<file path="src/rtl/sp2dp_pkg.sv">
`timescale 1ns/1ps
package sp2dp_pkg;
   typedef enum logic [1:0] {
      CLS_NORMAL  = 2'd0,
      CLS_ZERO    = 2'd1,
      CLS_SPECIAL = 2'd2,
      CLS_SUBNORM = 2'd3
   } fp_class_e;
endpackage

</file>
<file path="src/rtl/sp2dp_classify.sv">
`timescale 1ns/1ps
module sp2dp_classify
   import sp2dp_pkg::*;
#(
   parameter int SEXP  = 8,
   parameter int SFRAC = 23,
   parameter int DEXP  = 11,
   parameter int DFRAC = 52,
   localparam int SW   = 1 + SEXP + SFRAC,
   localparam int DW   = 1 + DEXP + DFRAC
) (
   input  logic [SW-1:0] word_i,
   output fp_class_e     cls_o,
   output logic [DW-1:0] copy_o
);
   localparam int SBIAS = (1 << (SEXP - 1)) - 1;
   localparam int DBIAS = (1 << (DEXP - 1)) - 1;
   localparam int GAP   = DBIAS - SBIAS;
   localparam int PAD   = DFRAC - SFRAC;

   logic              sgn;
   logic [SEXP-1:0]   sexp;
   logic [SFRAC-1:0]  sfrac;

   assign sgn   = word_i[SW-1];
   assign sexp  = word_i[SW-2 -: SEXP];
   assign sfrac = word_i[SFRAC-1:0];

   always_comb begin
      if (sexp == '1)
         cls_o = CLS_SPECIAL;
      else if (sexp != '0)
         cls_o = CLS_NORMAL;
      else if (sfrac == '0)
         cls_o = CLS_ZERO;
      else
         cls_o = CLS_SUBNORM;
   end

   always_comb begin
      unique case (cls_o)
         CLS_NORMAL:  copy_o = {sgn, DEXP'(sexp) + DEXP'(GAP), sfrac, {PAD{1'b0}}};
         CLS_SPECIAL: copy_o = {sgn, {DEXP{1'b1}}, sfrac, {PAD{1'b0}}};
         CLS_ZERO:    copy_o = {sgn, {(DW-1){1'b0}}};
         default:     copy_o = '0;
      endcase
   end
endmodule

</file>
<file path="src/rtl/sp2dp_normalizer.sv">
`timescale 1ns/1ps
module sp2dp_normalizer #(
   parameter int SFRAC     = 23,
   parameter int EW        = 12,
   parameter int START_EXP = -126,
   parameter bit USE_LZC   = 1'b0
) (
   input  logic                 clk,
   input  logic                 rst_n,
   input  logic                 load_i,
   input  logic                 en_i,
   input  logic [SFRAC-1:0]     frac_i,
   output logic                 lead_o,
   output logic [SFRAC-1:0]     frac_o,
   output logic signed [EW-1:0] exp_o
);
   localparam int MW = SFRAC + 1;

   logic [MW-1:0]        mant_q;
   logic signed [EW-1:0] exp_q;

   assign lead_o = mant_q[MW-1];
   assign frac_o = mant_q[MW-2:0];
   assign exp_o  = exp_q;

   generate
      if (USE_LZC) begin : g_lzc
         function automatic int lead_zeros(input logic [MW-1:0] v);
            int n;
            n = MW;
            for (int i = 0; i < MW; i++)
               if (v[i]) n = MW - 1 - i;
            return n;
         endfunction

         logic [MW-1:0] seed;
         int            lz;
         assign seed = {1'b0, frac_i};
         assign lz   = lead_zeros(seed);

         always_ff @(posedge clk or negedge rst_n) begin
            if (!rst_n) begin
               mant_q <= '0;
               exp_q  <= '0;
            end else if (load_i) begin
               mant_q <= seed << lz;
               exp_q  <= EW'(START_EXP) - EW'(lz);
            end
         end
      end else begin : g_iter
         always_ff @(posedge clk or negedge rst_n) begin
            if (!rst_n) begin
               mant_q <= '0;
               exp_q  <= '0;
            end else if (load_i) begin
               mant_q <= {1'b0, frac_i};
               exp_q  <= EW'(START_EXP);
            end else if (en_i && !mant_q[MW-1]) begin
               mant_q <= {mant_q[MW-2:0], 1'b0};
               exp_q  <= exp_q - EW'(1);
            end
         end
      end
   endgenerate
endmodule

</file>
<file path="src/rtl/sp2dp_widen.sv">
`timescale 1ns/1ps
module sp2dp_widen
   import sp2dp_pkg::*;
#(
   parameter int SEXP    = 8,
   parameter int SFRAC   = 23,
   parameter int DEXP    = 11,
   parameter int DFRAC   = 52,
   parameter bit USE_LZC = 1'b0,
   localparam int SW     = 1 + SEXP + SFRAC,
   localparam int DW     = 1 + DEXP + DFRAC
) (
   input  logic          clk,
   input  logic          rst_n,
   input  logic          start,
   input  logic [SW-1:0] word_in,
   output logic [DW-1:0] result,
   output logic          done
);
   localparam int SBIAS = (1 << (SEXP - 1)) - 1;
   localparam int DBIAS = (1 << (DEXP - 1)) - 1;
   localparam int EW    = DEXP + 1;
   localparam int PAD   = DFRAC - SFRAC;

   generate
      if (DEXP <= SEXP || DFRAC < SFRAC) begin : g_bad_width
         $error("target format must be wider than source format");
      end
      if (DBIAS - SBIAS <= SFRAC) begin : g_bad_range
         $error("target exponent range cannot hold renormalized subnormals");
      end
   endgenerate

   logic                 busy_q;
   logic [SW-1:0]        word_q;
   logic [DW-1:0]        result_q;
   fp_class_e            cls;
   logic [DW-1:0]        copy_val;
   logic                 accept;
   logic                 norm_en;
   logic                 lead;
   logic [SFRAC-1:0]     norm_frac;
   logic signed [EW-1:0] norm_exp;
   logic signed [EW-1:0] biased;

   assign accept  = start && !busy_q;
   assign norm_en = busy_q && (cls == CLS_SUBNORM) && !lead;
   assign biased  = norm_exp + EW'(DBIAS);

   sp2dp_classify #(
      .SEXP(SEXP), .SFRAC(SFRAC), .DEXP(DEXP), .DFRAC(DFRAC)
   ) u_cls (
      .word_i (word_q),
      .cls_o  (cls),
      .copy_o (copy_val)
   );

   sp2dp_normalizer #(
      .SFRAC(SFRAC), .EW(EW), .START_EXP(1 - SBIAS), .USE_LZC(USE_LZC)
   ) u_norm (
      .clk    (clk),
      .rst_n  (rst_n),
      .load_i (accept),
      .en_i   (norm_en),
      .frac_i (word_in[SFRAC-1:0]),
      .lead_o (lead),
      .frac_o (norm_frac),
      .exp_o  (norm_exp)
   );

   always_ff @(posedge clk or negedge rst_n) begin
      if (!rst_n) begin
         busy_q   <= 1'b0;
         word_q   <= '0;
         result_q <= '0;
      end else if (!busy_q) begin
         if (start) begin
            busy_q <= 1'b1;
            word_q <= word_in;
         end
      end else if (cls != CLS_SUBNORM) begin
         result_q <= copy_val;
         busy_q   <= 1'b0;
      end else if (lead) begin
         result_q <= {word_q[SW-1], biased[DEXP-1:0], norm_frac, {PAD{1'b0}}};
         busy_q   <= 1'b0;
      end
   end

   assign result = result_q;
   assign done   = !busy_q;
endmodule

</file>
<file path="config.mk">
export PLATFORM = sky130hd
export DESIGN_NAME = sp2dp_widen
export DESIGN_NICKNAME = d
export VERILOG_FILES = /design/src/rtl/sp2dp_pkg.sv /design/src/rtl/sp2dp_classify.sv /design/src/rtl/sp2dp_normalizer.sv /design/src/rtl/sp2dp_widen.sv
export SDC_FILE = /design/constraint.sdc
export NUM_CORES = 1
export LEC_CHECK = 0
export ABC_CLOCK_PERIOD_IN_PS = 2600
export BUFFER_PORTS_ARGS = -buffer_cell sky130_fd_sc_hd__clkbuf_2
export CORE_ASPECT_RATIO = 1.25
export CORE_MARGIN = 8
export CORE_UTILIZATION = 55
export CTS_CLUSTER_DIAMETER = 150
export DETAILED_ROUTE_END_ITERATION = 8
export PLACE_DENSITY_LB_ADDON = 0.25
export SLEW_MARGIN = 20
export SYNTH_ARGS = -nofsm -noshare
export SYNTH_HDL_FRONTEND = slang
export SYNTH_SLANG_ARGS = --single-unit
</file>
<file path="constraint.sdc">
create_clock -name clk -period 2.6 [get_ports clk]
set_clock_uncertainty 0.1 [all_clocks]
set_input_delay 0.13 -clock clk [delete_from_list [all_inputs] [get_ports clk]]
set_output_delay 0.13 -clock clk [all_outputs]
set_load 0.03 [all_outputs]
</file>
# --- Word level (Yosys, flattened, before mapping) ---
# Cells that the tools add are included.
word_totals:
  elab_cells: 41
  output_inout_bits: 65
  inputBits: 35
  register_bits: 133
classes:
  add_sub_neg: 3
  muxes: 14
  eq_ne: 5
  n_reduce_logical: 13
  bitwise: 1
ops:
  columns: ["op", "count"]
  rows:
  - ["$pmux W64 S3", 1]
  - ["$mux W64", 2]
  - ["$mux W24", 2]
  - ["$mux W12", 2]
  - ["$logic_not A23 Y1", 1]
  - ["$sub A12 B2 Y12 const B", 1]
  - ["$add A11 B11 Y11 const B", 1]
  - ["$add A8 B10 Y11 const B", 1]
  - ["$eq A8 B8 Y1 const B", 1]
  - ["$reduce_bool A8 Y1", 1]
  - ["$mux W2", 3]
  - ["$eq A2 B2 Y1 const B", 2]
  - ["$logic_and A1 B1 Y1", 4]
  - ["$mux W1", 4]
  - ["$reduce_and A2 Y1", 2]
  - ["$reduce_bool A2 Y1", 2]
  - ["$eq A2 B1 Y1 const B", 1]
  - ["$logic_not A1 Y1", 2]
  - ["$logic_not A2 Y1", 1]
  - ["$ne A2 B2 Y1 const B", 1]
  - ["$not A1 Y1", 1]

# --- Longest topological paths before layout ---
# Gate-level depths: netlist (run 1).
depth:
  ltp_word: 10
  depth_mapped: 8
  depth_no_buf: 7

# --- Hierarchy ---
# A second synthesis (run 1) with hierarchy kept.
unflattened:
  cells_unflattened: 572
  hier_area_um2: 6336.1
modules_own_cells:
  columns: ["mod", "area_per_inst_um2", "seq_area_each_um2", "instances", "cells_per_inst"]
  rows:
  - ["sp2dp_widen", 4003.8, 2427.3, 1, 316]
  - ["sp2dp_normalizer", 1714.1, 900.9, 1, 171]
  - ["sp2dp_classify", 618.1, 0.0, 1, 85]

# --- Least setup slack after synthesis (run 1) ---
# No wires, ideal clock.
synth_path:
  path_kind: "register to register"
  from: "register u_norm.exp_q[0] (netlist: u_norm.exp_o[0])"
  to: "register result_q[62] (netlist: result[62])"
  t_required_ns: 2.374
  synth_period_minus_slack_ns: 2.142
  slack_ns: 0.458
  t_arrival_ns: 1.916
  n_path_buf: 0
  path_stages_with_launch: 8
  cell_sequence: "dfrtp_1 -> inv_1 -> ha_1 -> or4b_4 -> nor4_4 -> xor2_1 -> a21oi_1 -> o32a_1"
synth_via:
  elab_chain_cells: 3
synth_rtl:
  columns: ["element", "line", "source"]
  rows:
  - ["start: declaration", "sp2dp_normalizer.sv:20", "logic signed [EW-1:0] exp_q;"]
  - ["start signal: assignment", "sp2dp_normalizer.sv:57", "exp_q <= EW'(START_EXP);"]
  - ["start signal: assignment", "sp2dp_normalizer.sv:60", "exp_q <= exp_q - EW'(1);"]
  - ["$add A11 B11 Y11", "sp2dp_widen.sv:48", "assign biased = norm_exp + EW'(DBIAS);"]
  - ["$mux W64", "sp2dp_widen.sv:84", "end else if (lead) begin"]
  - ["$mux W64", "sp2dp_widen.sv:81", "end else if (cls != CLS_SUBNORM) begin"]
  - ["end signal: assignment", "sp2dp_widen.sv:82", "result_q <= copy_val;"]
  - ["end signal: assignment", "sp2dp_widen.sv:85", "result_q <= {word_q[SW-1], biased[DEXP-1:0], norm_frac, {PAD{1'b0}}};"]
  - ["end: declaration", "sp2dp_widen.sv:36", "logic [DW-1:0] result_q;"]
# No other way between the ends. The select of a mux whose other input is x is not followed.
# A chain may end at the register's enable or synchronous reset.

# --- Worst setup path after layout (run 1) ---
layout_path:
  from: "register word_q[28]"
  to: "register result_q[56] (netlist: result[56])"
layout_via:
  elab_chain_cells: 6
layout_rtl:
  columns: ["element", "line", "source"]
  rows:
  - ["start: declaration", "sp2dp_widen.sv:35", "logic [SW-1:0] word_q;"]
  - ["start signal: assignment", "sp2dp_widen.sv:79", "word_q <= word_in;"]
  - ["$reduce_bool A8 Y1", "sp2dp_classify.sv:32", "else if (sexp != '0)"]
  - ["$mux W2", "sp2dp_classify.sv:32", null]
  - ["$mux W2 (*)", "sp2dp_classify.sv:30", "if (sexp == '1)"]
  - ["$eq A2 B1 Y1, or another cell as far along", "sp2dp_classify.sv:41", "unique case (cls_o)"]
  - ["$pmux W64 S3 / $reduce_bool A2 Y1 (equally long branches)", null, null]
  - ["$mux W64 / $reduce_and A2 Y1 (equally long branches)", null, null]
# Mark *: on every way between the ends. The rest lies on a longest branch, timed or not.

==> flow_summary.yaml, run 1 <==
critical_path:
  critPathMaxFanout: 25
  cp-start-kind: "register"
  cpPeakStageDelay_ns: 0.42
  reg2reg_depth: 7
  endpoint_kind: "register"
  cp.depth: 7
  crit_slowest_cell: "dfrtp_1"
  crit_chain: "nor4_1 > and2_1 > buf_4 > o21ai_2 > o21a_2 > buf_4 > mux2_1"
  critPathMostFrequentCell: "buf_4"
  worstPathArrival_ns: 2.54
  path_delay_family: "simple AND/OR/NAND/NOR gates"
  criticalPathCategory: "register to register"
  crit_required_ns: 2.76
  critPathBufInv: 2
grt:
  grt_max_degree: 57
  grt_usage_pct: 19.6
  grt.overflow.total: 0
  antenna_found_initial: 1
  grt_pass1_vias: 3884
  grt_pass1_wl_um: 19100
pwr:
  power.internal_mw: 2.81
  power.total_mw: 4.30
  max-vdd-ir-drop_uv: 452
  swShare_pct: 34.5
  p_seq_share_pct: 48.9
  comb_power_share_pct: 27.8
  clkPwrFrac_pct: 23.3
  power_density_nw_per_um2: 734
  p_switching_mw: 1.48
  cellLeakagePower_nw: 2.87
yosys:
  synth_area_leaders: "dfrtp_1 52%, nand2_1 6.1%, mux2_4 6.1%"
  yosysUniqueCellTypes: 47
  synth_area_per_cell_sq_um: 10.9
  netlist_instances: 454
  synth.ff_latch_count: 103
  syn_area_sq_um: 4960
  synth_top_area_share_pct: 52.0
  yosysWarnings: 0
  synth_top_cell_by_area: "dfrtp_1"
  ys_seq_area_share_pct: 52.0
cells_and_area:
  final_cell_area_sq_um: 5860
  utilization_pct: 66.9
  final_cell_mix: "103 x dfrtp_1, 81 x nand2_1, 69 x clkbuf_2, 33 x o21ai_0, 31 x dlygate4sd3_1"
  drive_gt1_share_pct: 25.0
  final_nets: 592
  fillCellCount: 717
  synthToLayoutAreaGrowth_pct: 18.1
  final_common_cell: "dfrtp_1"
clocking:
  cts_root_buf: "clkbuf_8"
  cts_tree: "yes"
  clk_latency_ns: 0.38
  cts.sinks: 103
  cts_max_level: 3
  path_clk_slew_ns: 0.10
  clockBufferDepth: 2
  cts_buffers: 9
place:
  io_buffers: 70
  dp_hpwl_um: 7950
  place_area_sq_um: 5350
  gp_congestion: 0.832
drt:
  drc: 0
  vias: 3700
  ant_nets: 0
  routedWlPerCell_um: 16.9
  drt_iter0_markers: 167
  wl_um: 11500
  first_pass_iters: 5
  via_per_inst: 5.43
timing:
  slew_headroom_pct: 52.8
  setup_viol: 0
  drv_slew: 0
  setup_tns_ns: 0
  min_period_ns: 2.38
  fmax_mhz: 420
  rsz0062_at_grt: "false"
  finalHoldViolations: 0
  tightest_slew_ns: 0.707
  fin_crit_sh_pct: 91.6
worst_hold_path:
  hold_class: "input pin to register"
  holdPathStages: 3
die:
  die_x_um: 101
  die-area_sq_um: 12300
  pin_count: 100
  placementRows: 38
  floorplan.initialDensity_pct: 56.7
  core_area_sq_um: 8750
  die_h_um: 122
run:
  cap_violations: 0
outcome:
  outcome: "completed"
==> worst reg2reg max path, stage by stage (launching register included) <==
cell and delay (ns):
dfrtp_1 0.42, nor4_1 0.36, and2_1 0.21, buf_4 0.29, o21ai_2 0.10, o21a_2 0.23, buf_4 0.21, mux2_1 0.33
==> worst paths after layout <==
path                                              from                           to  slack (ns)
worst max-delay path            word_q[28]$_DFFE_PN0P_       result[56]$_DFFE_PN0P_        0.22
max in group asynchronous                        rst_n        word_q[4]$_DFFE_PN0P_        1.59
min in group asynchronous                        rst_n  u_norm.exp_o[3]$_DFFE_PN0P_        0.29
worst min register to register  word_q[31]$_DFFE_PN0P_       word_q[31]$_DFFE_PN0P_        0.39
worst min-delay path                       word_in[22]       word_q[22]$_DFFE_PN0P_        0.01
worst max register to register  word_q[28]$_DFFE_PN0P_       result[56]$_DFFE_PN0P_        0.22
==> layout make-up <==
class | instances | area, sq um | share of cell area [%]
flip-flops and latches | 103 | 2580 | 44.0
multi-input cells | 317 | 2100 | 35.8
repair buffers | 119 | 811 | 13.8
well taps | 120 | 150 | 2.56
clock buffers | 9 | 124 | 2.12
clock inverters | 7 | 72.6 | 1.24
inverters | 6 | 22.5 | 0.385
diodes | 1 | 2.50 | 0.0427
==> Yosys cell counts, drive strengths merged <==
master	count
and3	2
nor3b	1
and2	23
or3	1
inv	6
a21oi	4
nor3	6
xor2	4
o2111a	1
a21o	25
xnor2	5
a2bb2oi	3
nand4	2
or4b	1
nand3	5
nand2	81
or3b	1
nor4	10
ha	1
mux2	29
clkbuf	16
or2	2
o21a	1
a211oi	1
nor2	6
o32a	3
a221o	24
conb	1
and4	1
nor2b	2
or4	1
o21ai	36
o2111ai	1
o21bai	5
buf	40
dfrtp	103
==> power groups by stage <==
stage | sequential [mW] | combinational [mW] | clock (mW)
2_1_floorplan | 2.38 | 0.574 | 0
3_3_place_gp | 2.11 | 1.15 | 0
3_5_place_dp | 2.13 | 1.17 | 0
4_1_cts | 2.10 | 1.21 | 1.02
5_1_grt | 2.14 | 1.29 | 1.08
6_report | 2.10 | 1.20 | 0.999
==> logic make-up after synthesis <==
family          count (synthesis)  synth area share [%]
compound gates                104                  15.3
xor+xnor                        9                  1.59
fa+ha+maj                       1                 0.252
buf+inv                        62                  8.00
flops                         103                  52.0
mux                            29                  8.10
other cells                     1                0.0756
simple gates                  145                  14.7
==> sequential cells by signal (all words and copies together) (netlist names) <==
register       count
result            35
u_norm.mant_q     24
busy_q             1
word_q            32
u_norm.exp_o      11
==> stage by stage <==
step / instances / worst slack [ns] / hold slack (ns)
finish: 682 / 0.219 / 0.00987
global route: 682 / 0.0608 / 0.0199
CTS: 681 / 0.167 / 0.00154
detailed placement: 634 / 0.166 / 0.165
global placement: 634 / 0.223 / 0.163
floorplan: 482 / 0.458 / -0.266
==> timing repair <==
action                                  in CTS  in global routing
endpoints found under the setup margin       0                  2
hold buffers                                31                  0
gates resized for setup                      0                  1
setup buffers                                0                  0
endpoints found under the hold margin      138                  0
==> routing by layer <==
metal	vias up	share of wire [%]	global-route usage, %
met3	18	6.1	3.71
li1	1735	-	-
met1	1812	42	24.0
met2	135	50	33.4
met5	-	0	0
met4	0	2.0	7.94
Note: power is estimated with default switching activity, not from simulation.
==> inputs of run 2 (changes only) <==
--- a/config.mk
+++ b/config.mk
@@ -5,6 +5,7 @@
 export SDC_FILE = /design/constraint.sdc
 export NUM_CORES = 1
 export LEC_CHECK = 0
+export ABC_AREA = 1
 export ABC_CLOCK_PERIOD_IN_PS = 2600
 export BUFFER_PORTS_ARGS = -buffer_cell sky130_fd_sc_hd__clkbuf_2
 export CORE_ASPECT_RATIO = 1.25
@@ -13,6 +14,7 @@
 export CTS_CLUSTER_DIAMETER = 150
 export DETAILED_ROUTE_END_ITERATION = 8
 export PLACE_DENSITY_LB_ADDON = 0.25
+export SKIP_CTS_REPAIR_TIMING = 1
 export SLEW_MARGIN = 20
 export SYNTH_ARGS = -nofsm -noshare
 export SYNTH_HDL_FRONTEND = slang
==> run 2 against run 1 <==
First-iteration DRC count increased by 41%; sequential power about the same; routed wire length increased by 8.0%; count of clock-buffer cells in the layout increased by 4; the flow now finishes with violations (negative hold slack); critical path type unchanged; synthesized area increased by 3.7%; worst hold slack got worse by 0.033 ns.
==> flow_summary.yaml, run 2 <==
yosys:
  netlist_instances: 677
  synth_area_per_cell_sq_um: 7.60
  synth_top_area_share_pct: 50.1
  ys_seq_area_share_pct: 50.1
  synth.ff_latch_count: 103
  async_flop_share_pct: 100
  synth_area_leaders: "dfrtp_1 50%, nand2_1 21%, nand3_1 7.1%"
  synth_top_cell_by_area: "dfrtp_1"
  synth_edf_count: 0
  ys.flop_type: "dfrtp_1"
  yosysUniqueCellTypes: 25
  yosysWarnings: 0
  synthTopCellsByCount: "293 x nand2_1, 103 x dfrtp_1, 73 x nand3_1"
  synth_most_common_cell: "nand2_1"
  syn_area_sq_um: 5140
drt:
  routedWlPerCell_um: 14.0
  wl_um: 12400
  vias: 4466
  ant_nets: 0
  drt_iter0_markers: 235
  first_pass_iters: 4
  via_per_inst: 5.02
  drc: 0
cells_and_area:
  final_cell_mix: "293 x nand2_1, 103 x dfrtp_1, 73 x nand3_1, 69 x clkbuf_2, 54 x o21ai_0"
  seqCellArea_sq_um: 2580
  largest_reg_flops: 35
  final_common_cell: "nand2_1"
  multiInputGateArea_sq_um: 2130
  diodes: 0
  synthToLayoutAreaGrowth_pct: 17.5
  drive_gt1_share_pct: 12.9
  utilization_pct: 66.3
  fillCellCount: 804
  final_nets: 800
clocking:
  clk_latency_ns: 0.35
  path_clk_slew_ns: 0.07
  cts_root_buf: "clkbuf_16"
  cts_tree: "yes"
  cts_max_level: 3
  clockBufferDepth: 2
  cts.sinks: 103
  cts_buffers: 9
critical_path:
  cp-startpoint: "word_q[21]$_DFFE_PN0P_"
  crit_slowest_cell: "nand4_4"
  cpPeakStageDelay_ns: 0.42
  endpoint_kind: "register"
  r2r-start: "word_q[21]$_DFFE_PN0P_"
  crit_chain: "inv_1 > nand3_1 > nor2_1 > nand3_2 > nand4_4 > nand2_4 > nand2_1 > nand2_1"
  critPathMaxFanout: 37
  cp-start-kind: "register"
  critPathMostFrequentCell: "nand2_1"
  worstPathArrival_ns: 2.36
  criticalPathCategory: "register to register"
  crit_required_ns: 2.73
die:
  core_area_sq_um: 9130
  pin_count: 100
  placementRows: 39
  die_x_um: 103
  die-area_sq_um: 12700
  floorplan.initialDensity_pct: 56.4
  die_h_um: 124
place:
  dp_hpwl_um: 8300
  io_buffers: 70
  gp_congestion: 0.868
outcome:
  outcome: "finished, violations left"
  violations: "negative hold slack"
pwr:
  p_seq_share_pct: 44.5
  swShare_pct: 35.0
  power.internal_mw: 3.08
  power_density_nw_per_um2: 783
  max-vdd-ir-drop_uv: 365
  p_switching_mw: 1.66
  clkPwrFrac_pct: 27.8
  comb_power_share_pct: 27.7
  cellLeakagePower_nw: 3.33
grt:
  antenna_found_initial: 0
  grt_usage_pct: 20.2
  grt.overflow.total: 0
  grt_pass1_vias: 4275
  grt_max_degree: 60
  grt_pass1_wl_um: 20200
run:
  cap_violations: 0
worst_hold_path:
  min_from: "word_in[17]"
  hold_class: "input pin to register"
timing:
  fmax_mhz: 448
  fin_crit_sh_pct: 85.8
  min_period_ns: 2.23
  setup_tns_ns: 0
  setup_viol: 0
  finalHoldViolations: 2
  drv_slew: 0
  holdWs_ns: -0.0236
  tightest_slew_ns: 0.629
  slew_headroom_pct: 58.0
  rsz0062_at_grt: "false"
-- run 2: cell types whose count changed in the layout (fill, tap and decap cells not counted), sizes merged, moves of 18 or more --
cell and delta:
a21o -25, a221o -24, and2 -23, inv +37, mux2 -29, nand2 +214, nand3 +70, nor2 +24
o21ai +18
-- run 2: area by class of cell --
cell class | instances | area share (%)
inverter | 44 | 2.73
clock inverter | 1 | 0.497
tap | 123 | 2.55
timing repair buffer | 109 | 12.2
multi-input combinational | 497 | 35.3
clock buffer | 13 | 4.14
sequential | 103 | 42.6
-- run 2: final timing paths --
kind,to,slack (ns),depth (start not counted)
max,u_norm.mant_q[10]$_DFFE_PN0P_,0.37,8
min,word_q[17]$_DFFE_PN0P_,-0.02,3
max reg2reg,u_norm.mant_q[10]$_DFFE_PN0P_,0.37,8
min reg2reg,word_q[31]$_DFFE_PN0P_,0.37,2
max in group asynchronous,result[39]$_DFFE_PN0P_,1.31,3
min in group asynchronous,result[49]$_DFFE_PN0P_,0.23,2
-- run 2: critical path: cells and delay by family, from the launching register on --
| kind | cells | cell delay, ns |
|---|---|---|
| buffers and inverters | 1 | 0.10 |
| DFF | 1 | 0.39 |
| and+or+nand+nor | 7 | 1.48 |
-- run 2: per-layer routing --
metal	GRT usage, %	part of all wire, %	wire length, um	vias up
li1	-	-	-	2228
met1	25.4	43	5370	2097
met2	33.9	50	6230	124
met3	3.86	5.3	657	17
met4	6.72	1.6	193	0
met5	0	0	0	-
-- run 2: logic make-up after synthesis --
family / synth area share [%]
buf+inv: 10.6
other cells: 0.0729
xor+xnor: 0.511
simple gates: 32.2
flops: 50.1
compound gates: 6.25
fa+ha+maj: 0.243
-- run 2: power groups by stage --
stage	logic [mW]	registers (mW)	clock network (mW)
2_1_floorplan	0.716	2.34	0
3_3_place_gp	1.26	2.12	0
3_5_place_dp	1.28	2.13	0
4_1_cts	1.28	2.10	1.33
5_1_grt	1.47	2.15	1.38
6_report	1.31	2.11	1.31
-- run 2: through the flow --
step | worst slack [ns] | area (sq um) | cells | power (mW) | hold WS (ns)
after global routing | 0.194 | 6050 | 890 | 5.01 | 0.00580
after detailed placement | 0.382 | 5460 | 845 | 3.40 | 0.0768
after floorplan | 1.05 | 5250 | 705 | 3.06 | -0.266
after global placement | 0.460 | 5460 | 845 | 3.38 | 0.0692
after CTS | 0.365 | 5740 | 859 | 4.72 | -0.290
final | 0.369 | 6050 | 890 | 4.73 | -0.0236
